===== config.mk =====
export PLATFORM = sky130hd
export DESIGN_NAME = wdog_prescaled
export DESIGN_NICKNAME = d
export VERILOG_FILES = /design/src/rtl/wdog_pkg.sv /design/src/rtl/wdog_prescaler.sv /design/src/rtl/wdog_span_counter.sv /design/src/rtl/wdog_ctl_reg.sv /design/src/rtl/wdog_prescaled.sv
export SDC_FILE = /design/constraint.sdc
export NUM_CORES = 1
export LEC_CHECK = 0
export CORE_MARGIN = 3
export CORE_UTILIZATION = 56
export CTS_BUF_LIST = sky130_fd_sc_hd__clkbuf_16
export CTS_CLUSTER_DIAMETER = 50
export DETAILED_ROUTE_END_ITERATION = 8
export GPL_TIMING_DRIVEN = 0
export PLACE_DENSITY = 0.95
export SYNTH_ARGS = -nofsm -noshare
export SYNTH_HDL_FRONTEND = slang
export SYNTH_SLANG_ARGS = --single-unit

===== constraint.sdc =====
create_clock -name clk -period 6.25 [get_ports clk]
set_input_delay 0.625 -clock clk [delete_from_list [all_inputs] [get_ports clk]]
set_output_delay 0.625 -clock clk [all_outputs]
set_load 0.02 [all_outputs]

===== src/rtl/wdog_pkg.sv =====
package wdog_pkg;

   // Bit positions of the control word; software decodes these.
   localparam int unsigned BIT_DIV_LO  = 10;
   localparam int unsigned BIT_RUN     = 7;
   localparam int unsigned BIT_IRQ_EN  = 6;
   localparam int unsigned BIT_SPAN_LO = 4;
   localparam int unsigned BIT_IRQ_FLG = 3;
   localparam int unsigned BIT_RST_FLG = 2;
   localparam int unsigned BIT_RST_EN  = 1;
   localparam int unsigned BIT_RESTART = 0;

   localparam logic [1:0] DIV_SEL_AT_RESET = 2'd1;

   typedef struct packed {
      logic [1:0] div_sel;
      logic       run;
      logic       irq_en;
      logic [1:0] span_sel;
      logic       irq_flag;
      logic       rst_flag;
      logic       rst_en;
   } wdog_ctl_t;

   function automatic wdog_ctl_t ctl_default(input logic keep_rst_flag);
      wdog_ctl_t c;
      c          = '0;
      c.div_sel  = DIV_SEL_AT_RESET;
      c.rst_flag = keep_rst_flag;
      return c;
   endfunction

   function automatic logic [31:0] pack_ctl(input wdog_ctl_t c);
      logic [31:0] w;
      w = '0;
      w[BIT_DIV_LO +: 2]  = c.div_sel;
      w[BIT_RUN]          = c.run;
      w[BIT_IRQ_EN]       = c.irq_en;
      w[BIT_SPAN_LO +: 2] = c.span_sel;
      w[BIT_IRQ_FLG]      = c.irq_flag;
      w[BIT_RST_FLG]      = c.rst_flag;
      w[BIT_RST_EN]       = c.rst_en;
      return w;
   endfunction

   function automatic int unsigned max4(input int unsigned a, input int unsigned b,
                                        input int unsigned c, input int unsigned d);
      int unsigned m;
      m = a;
      if (b > m) m = b;
      if (c > m) m = c;
      if (d > m) m = d;
      return m;
   endfunction

endpackage


===== src/rtl/wdog_prescaler.sv =====
module wdog_prescaler #(
   parameter int unsigned PRE_W    = 16,
   parameter logic [31:0] DIV_LOG2 = {8'd16, 8'd11, 8'd8, 8'd0}
) (
   input  logic       clk,
   input  logic       rst_n,
   input  logic       run,
   input  logic       clear,
   input  logic [1:0] sel,
   output logic       tick
);

   logic [PRE_W-1:0] term [4];
   logic [PRE_W-1:0] cnt_q;
   logic             at_end;

   for (genvar g = 0; g < 4; g++) begin : g_term
      localparam int unsigned SH = int'(DIV_LOG2[g*8 +: 8]);
      if (SH > PRE_W) begin : g_bad
         $error("prescaler shift wider than counter");
      end
      assign term[g] = PRE_W'((64'd1 << SH) - 64'd1);
   end

   // >= rather than == so a switch to a shorter divisor never wraps the counter.
   assign at_end = (cnt_q >= term[sel]);
   assign tick   = run & at_end;

   always_ff @(posedge clk or negedge rst_n) begin
      if (!rst_n)      cnt_q <= '0;
      else if (clear)  cnt_q <= '0;
      else if (run)    cnt_q <= at_end ? '0 : cnt_q + 1'b1;
   end

   // with counting stopped the divider phase is preserved
   p_pre_hold_r10: assert property (@(posedge clk) disable iff (!rst_n)
      (!run && !clear) |=> $stable(cnt_q));

endmodule


===== src/rtl/wdog_span_counter.sv =====
module wdog_span_counter #(
   parameter int unsigned CNT_W     = 22,
   parameter int unsigned BASE_EXP  = 14,
   parameter int unsigned EXP_STEP  = 2,
   parameter int unsigned RST_TICKS = 1024
) (
   input  logic       clk,
   input  logic       rst_n,
   input  logic       tick,
   input  logic       restart,
   input  logic [1:0] span_sel,
   input  logic       rst_en,
   output logic       irq_hit,
   output logic       rst_hit
);

   logic [CNT_W-1:0] span_tab [4];
   logic [CNT_W-1:0] span, limit, cnt_q, cnt_nx;
   logic             saturated, adv;

   for (genvar g = 0; g < 4; g++) begin : g_span
      assign span_tab[g] = CNT_W'(1) << (BASE_EXP + EXP_STEP * g);
   end

   assign span      = span_tab[span_sel];
   assign limit     = span + CNT_W'(RST_TICKS);
   assign saturated = (cnt_q >= limit);
   assign adv       = tick & ~saturated;
   assign cnt_nx    = cnt_q + 1'b1;
   assign irq_hit   = adv & ~restart & (cnt_nx == span);
   assign rst_hit   = adv & ~restart & rst_en & (cnt_nx == limit);

   always_ff @(posedge clk or negedge rst_n) begin
      if (!rst_n)                   cnt_q <= '0;
      else if (restart || rst_hit)  cnt_q <= '0;
      else if (adv)                 cnt_q <= cnt_nx;
   end

   // no tick, no restart -> the tick count holds
   p_cnt_hold_r10: assert property (@(posedge clk) disable iff (!rst_n)
      (!tick && !restart) |=> $stable(cnt_q));

   // the reset stage only ends after the interrupt point has passed
   p_rst_after_irq_r5: assert property (@(posedge clk) disable iff (!rst_n)
      rst_hit |-> (cnt_q >= span));

   // a restart returns the count to zero
   p_restart_zero_r9: assert property (@(posedge clk) disable iff (!rst_n)
      restart |=> (cnt_q == '0));

endmodule


===== src/rtl/wdog_ctl_reg.sv =====
module wdog_ctl_reg
   import wdog_pkg::*;
(
   input  logic        clk,
   input  logic        rst_n,
   input  logic        wr_en,
   input  logic [31:0] wr_data,
   input  logic        irq_hit,
   input  logic        rst_hit,
   output wdog_ctl_t   ctl_o
);

   wdog_ctl_t ctl_q, ctl_d;
   logic      unused_wbits;

   assign unused_wbits = ^{wr_data[31:12], wr_data[9:8], wr_data[BIT_RESTART]};

   always_comb begin
      ctl_d = ctl_q;
      if (rst_hit) begin
         ctl_d = ctl_default(1'b1);
      end else if (wr_en) begin
         ctl_d.div_sel  = wr_data[BIT_DIV_LO +: 2];
         ctl_d.run      = wr_data[BIT_RUN];
         ctl_d.irq_en   = wr_data[BIT_IRQ_EN];
         ctl_d.span_sel = wr_data[BIT_SPAN_LO +: 2];
         ctl_d.rst_en   = wr_data[BIT_RST_EN];
         ctl_d.irq_flag = (ctl_q.irq_flag & ~wr_data[BIT_IRQ_FLG]) | irq_hit;
         ctl_d.rst_flag = ctl_q.rst_flag & ~wr_data[BIT_RST_FLG];
      end else begin
         ctl_d.irq_flag = ctl_q.irq_flag | irq_hit;
      end
   end

   always_ff @(posedge clk or negedge rst_n) begin
      if (!rst_n) ctl_q <= ctl_default(1'b0);
      else        ctl_q <= ctl_d;
   end

   assign ctl_o = ctl_q;

   // writing one to the interrupt flag clears it
   p_irq_w1c_r8: assert property (@(posedge clk) disable iff (!rst_n)
      (wr_en && wr_data[BIT_IRQ_FLG] && !irq_hit && !rst_hit) |=> !ctl_q.irq_flag);

   // the flag is sticky until cleared
   p_irq_sticky_r4: assert property (@(posedge clk) disable iff (!rst_n)
      (ctl_q.irq_flag && !(wr_en && wr_data[BIT_IRQ_FLG]) && !rst_hit) |=> ctl_q.irq_flag);

   // the watchdog's own reset leaves only select 1 and the reset flag
   p_self_reset_r7: assert property (@(posedge clk) disable iff (!rst_n)
      rst_hit |=> (ctl_q == ctl_default(1'b1)));

endmodule


===== src/rtl/wdog_prescaled.sv =====
module wdog_prescaled
   import wdog_pkg::*;
#(
   parameter int unsigned ADDR_W     = 12,
   parameter int unsigned REG_OFFSET = 'h1C,
   parameter int unsigned BASE_EXP   = 14,
   parameter int unsigned EXP_STEP   = 2,
   parameter int unsigned RST_TICKS  = 1024,
   parameter int unsigned DIV_LOG2_0 = 0,
   parameter int unsigned DIV_LOG2_1 = 8,
   parameter int unsigned DIV_LOG2_2 = 11,
   parameter int unsigned DIV_LOG2_3 = 16
) (
   input  logic              clk,
   input  logic              rst_n,
   input  logic              bus_wr,
   input  logic [ADDR_W-1:0] bus_addr,
   input  logic [31:0]       bus_wdata,
   output logic [31:0]       bus_rdata,
   output logic              wdt_irq,
   output logic              wdt_rst_req
);

   localparam int unsigned MAX_EXP  = BASE_EXP + 3 * EXP_STEP;
   localparam int unsigned CNT_W    = MAX_EXP + 2;
   localparam int unsigned MAX_DIV  = max4(DIV_LOG2_0, DIV_LOG2_1, DIV_LOG2_2, DIV_LOG2_3);
   localparam int unsigned PRE_W    = (MAX_DIV < 1) ? 1 : MAX_DIV;
   localparam logic [31:0] DIV_PACK = {8'(DIV_LOG2_3), 8'(DIV_LOG2_2),
                                       8'(DIV_LOG2_1), 8'(DIV_LOG2_0)};

   if (MAX_EXP > 30) begin : g_chk_exp
      $error("interval exponent too large");
   end
   if (MAX_DIV > 30) begin : g_chk_div
      $error("prescaler shift too large");
   end
   if (RST_TICKS < 1 || RST_TICKS > (1 << MAX_EXP)) begin : g_chk_rst
      $error("reset stage length out of range");
   end
   if ((REG_OFFSET % 4) != 0 || REG_OFFSET >= (1 << ADDR_W)) begin : g_chk_off
      $error("register offset unaligned or outside the address range");
   end

   wdog_ctl_t ctl;
   logic      reg_sel, wr_hit, restart, tick, irq_hit, rst_hit, rst_req_q;

   assign reg_sel = (bus_addr == ADDR_W'(REG_OFFSET));
   assign wr_hit  = bus_wr & reg_sel;
   assign restart = wr_hit & bus_wdata[BIT_RESTART];

   wdog_prescaler #(
      .PRE_W    (PRE_W),
      .DIV_LOG2 (DIV_PACK)
   ) u_pre (
      .clk   (clk),
      .rst_n (rst_n),
      .run   (ctl.run),
      .clear (restart | rst_hit),
      .sel   (ctl.div_sel),
      .tick  (tick)
   );

   wdog_span_counter #(
      .CNT_W     (CNT_W),
      .BASE_EXP  (BASE_EXP),
      .EXP_STEP  (EXP_STEP),
      .RST_TICKS (RST_TICKS)
   ) u_cnt (
      .clk      (clk),
      .rst_n    (rst_n),
      .tick     (tick),
      .restart  (restart),
      .span_sel (ctl.span_sel),
      .rst_en   (ctl.rst_en),
      .irq_hit  (irq_hit),
      .rst_hit  (rst_hit)
   );

   wdog_ctl_reg u_reg (
      .clk     (clk),
      .rst_n   (rst_n),
      .wr_en   (wr_hit),
      .wr_data (bus_wdata),
      .irq_hit (irq_hit),
      .rst_hit (rst_hit),
      .ctl_o   (ctl)
   );

   always_ff @(posedge clk or negedge rst_n) begin
      if (!rst_n) rst_req_q <= 1'b0;
      else        rst_req_q <= rst_hit;
   end

   assign bus_rdata   = reg_sel ? pack_ctl(ctl) : 32'd0;
   assign wdt_irq     = ctl.irq_flag & ctl.irq_en;
   assign wdt_rst_req = rst_req_q;

   // the reset request lasts one cycle
   p_rst_pulse_r5: assert property (@(posedge clk) disable iff (!rst_n)
      wdt_rst_req |=> !wdt_rst_req);

   // no reset request unless reset was enabled at the firing edge
   p_rst_needs_en_r6: assert property (@(posedge clk) disable iff (!rst_n)
      wdt_rst_req |-> $past(ctl.rst_en));

   // the reset flag is visible while the request is high
   p_rflag_with_req_r7: assert property (@(posedge clk) disable iff (!rst_n)
      wdt_rst_req |-> ctl.rst_flag);

endmodule


After elaboration in Yosys (flattened, before gate mapping)
Index checks and enable logic that the tools add are counted.

word-level totals
  register bits = 48
  input bits = 47
  output and inout bits = 34

operators by class
  add/sub/neg operators = 3
  $lt $le $gt $ge = 4
  equal/unequal tests = 3
  mux-type cells = 16
  bitwise logic cells = 20
  reduce and logical (&&, ||, !) cells = 4

operators by type and width
  operator                                                                number
  22-bit 2-to-1 mux                                                       4
  16-bit 2-to-1 mux                                                       5
  22-bit binary-select mux with 2-bit select                              1
  22-bit equality test                                                    2
  16-bit binary-select mux with 2-bit select                              1
  22-bit by 1-bit adder with 22-bit output, second input constant         1
  22-bit by 11-bit adder with 22-bit output, second input constant        1
  22-bit greater-or-equal comparator                                      1
  16-bit by 1-bit adder with 16-bit output, second input constant         1
  16-bit greater-or-equal comparator                                      1
  12-bit by 5-bit equality test with 1-bit output, second input constant  1
  12-bit 2-to-1 mux                                                       1
  1-bit bitwise AND                                                       11
  9-bit 2-to-1 mux                                                        1
  3-bit greater-or-equal comparator, second input constant                2
  6-bit 2-to-1 mux                                                        1
  2-bit inverter with 3-bit output                                        2
  2-bit nonzero test                                                      3
  1-bit inverter                                                          4
  1-bit bitwise OR                                                        3
  2-bit 2-to-1 mux                                                        1
  1-bit logical OR                                                        1
  1-bit 2-to-1 mux                                                        1

Longest topological paths before layout
  word-level depth = 13
  mapped depth = 13
  mapped depth without buffers = 10

Modules after synthesis
Synthesis repeated with hierarchy kept, for this count alone.

second synthesis, totals
  cells, all modules = 455
  area, all modules = 3,875.0 um^2

modules (own cells, without submodules)
  module             instances  cells each  area each (um^2)  seq. area each (um^2)
  wdog_span_counter  1          233         1,846.8           550.5
  wdog_prescaler     1          136         1,198.6           400.4
  wdog_prescaled     1          56          460.4             25.0
  wdog_ctl_reg       1          30          369.1             226.5

Worst setup path before layout
OpenSTA, ideal clock, no wires.

  path type = register -> register
  from = register u_cnt.cnt_q[0]
  to = register u_reg.ctl_q (netlist bit u_reg.ctl_o[2])
  setup time = 0.083 ns
  arrival time = 2.886 ns
  data required time = 6.167 ns
  path slack = 3.281 ns
  cell stages (with the launch flop) = 10
  clock period less this slack = 2.969 ns
  cell sequence = dfrtp_1 ha_1 nand3_2 or4_1 buf_2 xnor2_1 a2111oi_0 nand4b_1 or4_1 o21ai_0

RTL lines
  what                    line                     source
  start, declared         wdog_span_counter.sv:18  logic [CNT_W-1:0] span, limit, cnt_q, cnt_nx;
  start signal, assigned  wdog_span_counter.sv:36  else if (adv) cnt_q <= cnt_nx;
  end signal, assigned    wdog_ctl_reg.sv:36       if (!rst_n) ctl_q <= ctl_default(1'b0);
  end signal, assigned    wdog_ctl_reg.sv:37       else ctl_q <= ctl_d;
  end, declared           wdog_ctl_reg.sv:13       wdog_ctl_t ctl_q, ctl_d;

Worst setup path in the final report
  from = input port bus_addr[2]
  to = output port bus_rdata[11]

on the way
  word-level cells in the longest chain between the ends = 2

ends and longest elaborated chain
  what                                             line                  source
  start, declared                                  wdog_prescaled.sv:17  input logic [ADDR_W-1:0] bus_addr,
  12-bit by 5-bit equality test with 1-bit output  wdog_prescaled.sv:47  assign reg_sel = (bus_addr == ADDR_W'(REG_OFFSET));
  12-bit 2-to-1 mux                                wdog_prescaled.sv:94  assign bus_rdata = reg_sel ? pack_ctl(ctl) : 32'd0;
  end, declared                                    wdog_prescaled.sv:19  output logic [31:0] bus_rdata,

No other way between the ends.

==> results.toml <==
[final_layout]
area_growth_pct = 19.4
post-route-util_pct = 69.6
finalNetCount = 566
drive_gt1_share_pct = 12.4
regArea_um2 = 1200
fillers = 488
diodes = 0
finalNonFillerCells = 579
multi_input_area_um2 = 2270
fin_area_um2 = 4450

[global_route]
grt_pass1_vias = 3345
grt_start_max_net_pins = 26
grt_overflow = 0
grt_pass1_wl_um = 15900
antenna_found_initial = 0
grt_usage_pct = 26.1

[floorplan]
die_x_um = 87.5
core_um2 = 6390
io_pins = 81
die-area_um2 = 7660
start_util_pct = 58.3
rows = 29
die_height_um = 87.5

[hold_path]
hold_path.class = "in -> async"

[yosys]
ys_ff_latch = 48
synthesis.area_um2 = 3720
ys_types = 61
synth_async_sr_flop_share_pct = 100
yosysTopAreaCellShare_pct = 31.6
synthCells = 436
synth-edff-count = 0
synth_seq_area_share_pct = 32.3
synth_ff_type = "dfrtp_1"
yosysTopAreaCell = "dfrtp_1"
ys_warn_count = 0
synth_most_common_cell = "dfrtp_1"
synth_area_leaders = "dfrtp_1 32%, ha_1 6.1%, buf_4 4.8%"
avgSynthCellArea_um2 = 8.54
synth_commonest_cells = "47 x dfrtp_1, 39 x nor2_1, 35 x nand2_1, 35 x nand3_1, 24 x buf_4"

[power]
combPwrFrac_pct = 17.2
cellLeakagePower_uw = 0.00184
power_density_nw_per_um2 = 183
power.total_uw = 814
clkPwrFrac_pct = 38.5
seqPwrFrac_pct = 44.2
ir_drop_uv = 162
power.internal_uw = 587
p_switching_uw = 227
swShare_pct = 27.9

[route]
drt-vias-per-instance = 6.09
route.final.wire_length_um = 9650
drtIter0Drc = 225
drc = 0
drt-pass1-iter-count = 5
route.detailed.wl_per_inst_um = 16.7
dr_total_vias = 3528
drtAntennaViolNets = 0

[sta]
final-max-slew-violation-count = 0
finalClockSkew_ns = 0.00918
timing.fmax_mhz = 274
hold_violations = 0
worst_slew_pin_slew_ns = 0.802
setup_tns_ns = 0
relSlewSlack_pct = 45.5
setup_violations = 0
period_needed_ns = 3.65
rsz0062_at_grt = "false"
fin_crit_sh_pct = 58.4

[clock_network]
postCtsSetupBuffers = 0
cts.sinks = 48
h-tree-depth = 2
clk_latency_ns = 0.29
tritoncts = "done"
cts.clk_slew.worst_paths_ns = 0.07
cts.path.max_buffers = 2
root_buffer = "clkbuf_16"
hold_buffers = 0
ctsResizeCount = 0
cts_buffers = 5

[setup_path]
worstPathCellList = "clkdlybuf4s50_1 > nor4bb_1 > and3_1 > clkbuf_1 > clkbuf_1 > and2_1 > clkdlybuf4s50_1"
critPathSlowestCell = "clkdlybuf4s50_1"
slowest_delay_ns = 0.60
cp.required_ns = 5.62
crit_path_max_fanout = 10
worstSetupStartpointType = "primary input"
path_delay_family = "buffers and inverters"
worst-path-buf-inv = 4
critPathArrivalTime_ns = 3.02
endpoint_kind = "primary output"
crit_type = "in -> out"

[outcome]
status = "completed"

[placement]
gp_congestion = 0.982
place_inst = 571
place_area_um2 = 4270
io_buffers = 35
place_hpwl_um = 7140

[job]
cap_viol_max_count = 0
[power by group through the flow]
stage | combinational [µW] | sequential (µW) | clock, µW
global route | 159 | 363 | 329
global placement | 127 | 363 | 0
floorplan | 96.0 | 357 | 0
CTS | 140 | 359 | 317
detailed placement | 137 | 365 | 0
finish | 140 | 360 | 314
[registers in the layout (all words and copies together), names as in the netlist]
name / flops
u_reg.ctl_o: 9
u_cnt.cnt_q: 22
u_pre.cnt_q: 16
wdt_rst_req: 1
[kinds of logic (layout without fill, tap and decap cells)]
group	count (synthesis)	after routing	synth area share [%]
AND/OR/NAND/NOR	202	202	30.8
AO/OA/AOI/OAI	76	76	14.6
buffers and inverters	61	105	8.94
flip-flops	48	48	32.3
XOR/XNOR	28	28	6.59
adder cells (fa/ha/maj)	18	18	6.05
multiplexers	2	2	0.639
other	1	23	0.101
[worst paths after layout]
kind	from	endpoint	slack [ns]	depth (start not counted)
max in group asynchronous	rst_n	u_cnt.cnt_q[7]	5.37	2
setup / recovery	bus_addr[2]	bus_rdata[11]	2.60	7
setup reg to reg	u_cnt.cnt_q[1]	u_reg.ctl_o[6]	2.78	9
min in group clk	u_reg.ctl_o[1]	u_reg.ctl_o[1]	0.48	1
hold / removal	rst_n	u_pre.cnt_q[15]	0.34	1
hold reg to reg	u_reg.ctl_o[1]	u_reg.ctl_o[1]	0.48	1
[worst register-to-register path: stages (launching register included)]
cell       delay, ns
dfrtp_1         0.49
ha_1            0.34
nand3_2         0.23
or4_1           0.55
buf_2           0.16
xnor2_1         0.14
a2111oi_0       0.59
nand4b_1        0.29
nor4_4          0.44
a21oi_1         0.10
[stage by stage]
stage                     worst slack [ns]  hold slack [ns]
after floorplan                       3.28            0.329
after global placement                2.75            0.458
after detailed placement              2.58            0.467
after CTS                             2.58            0.355
after global routing                  2.39            0.387
final                                 2.60            0.338
[layer usage]
metal  track usage (%)  vias up  routed length [µm]
met5                 0        -                   0
met4              8.79        0                 170
met3              3.39       21                 799
met2              45.7      172                4610
met1              33.3     1659                4080
li1                  -     1676                   -
[cell usage in the layout (no fill, tap or decap), types with 12 or more instances in the layout]
master / synthesis / layout
dfrtp_1: 47 / 47
nor2_1: 39 / 39
nand2_1: 35 / 35
nand3_1: 35 / 35
clkdlybuf4s50_1: 0 / 34
buf_4: 24 / 24
conb_1: 1 / 23
a21oi_1: 21 / 21
xor2_1: 18 / 18
ha_1: 18 / 18
clkbuf_1: 15 / 15
and2_1: 15 / 15
nand4_1: 14 / 14
buf_2: 11 / 12
[area by class of cell]
cell class,count,area share (%)
plain buffers,50,6.56
clock buffers,5,2.81
clock inverters,3,1.04
inverters,11,0.929
multi-input cells,349,51.1
flip-flops and latches,48,27.0
well taps,77,2.17
repair buffers,36,8.39
Note: power is estimated with default switching activity, not from simulation.
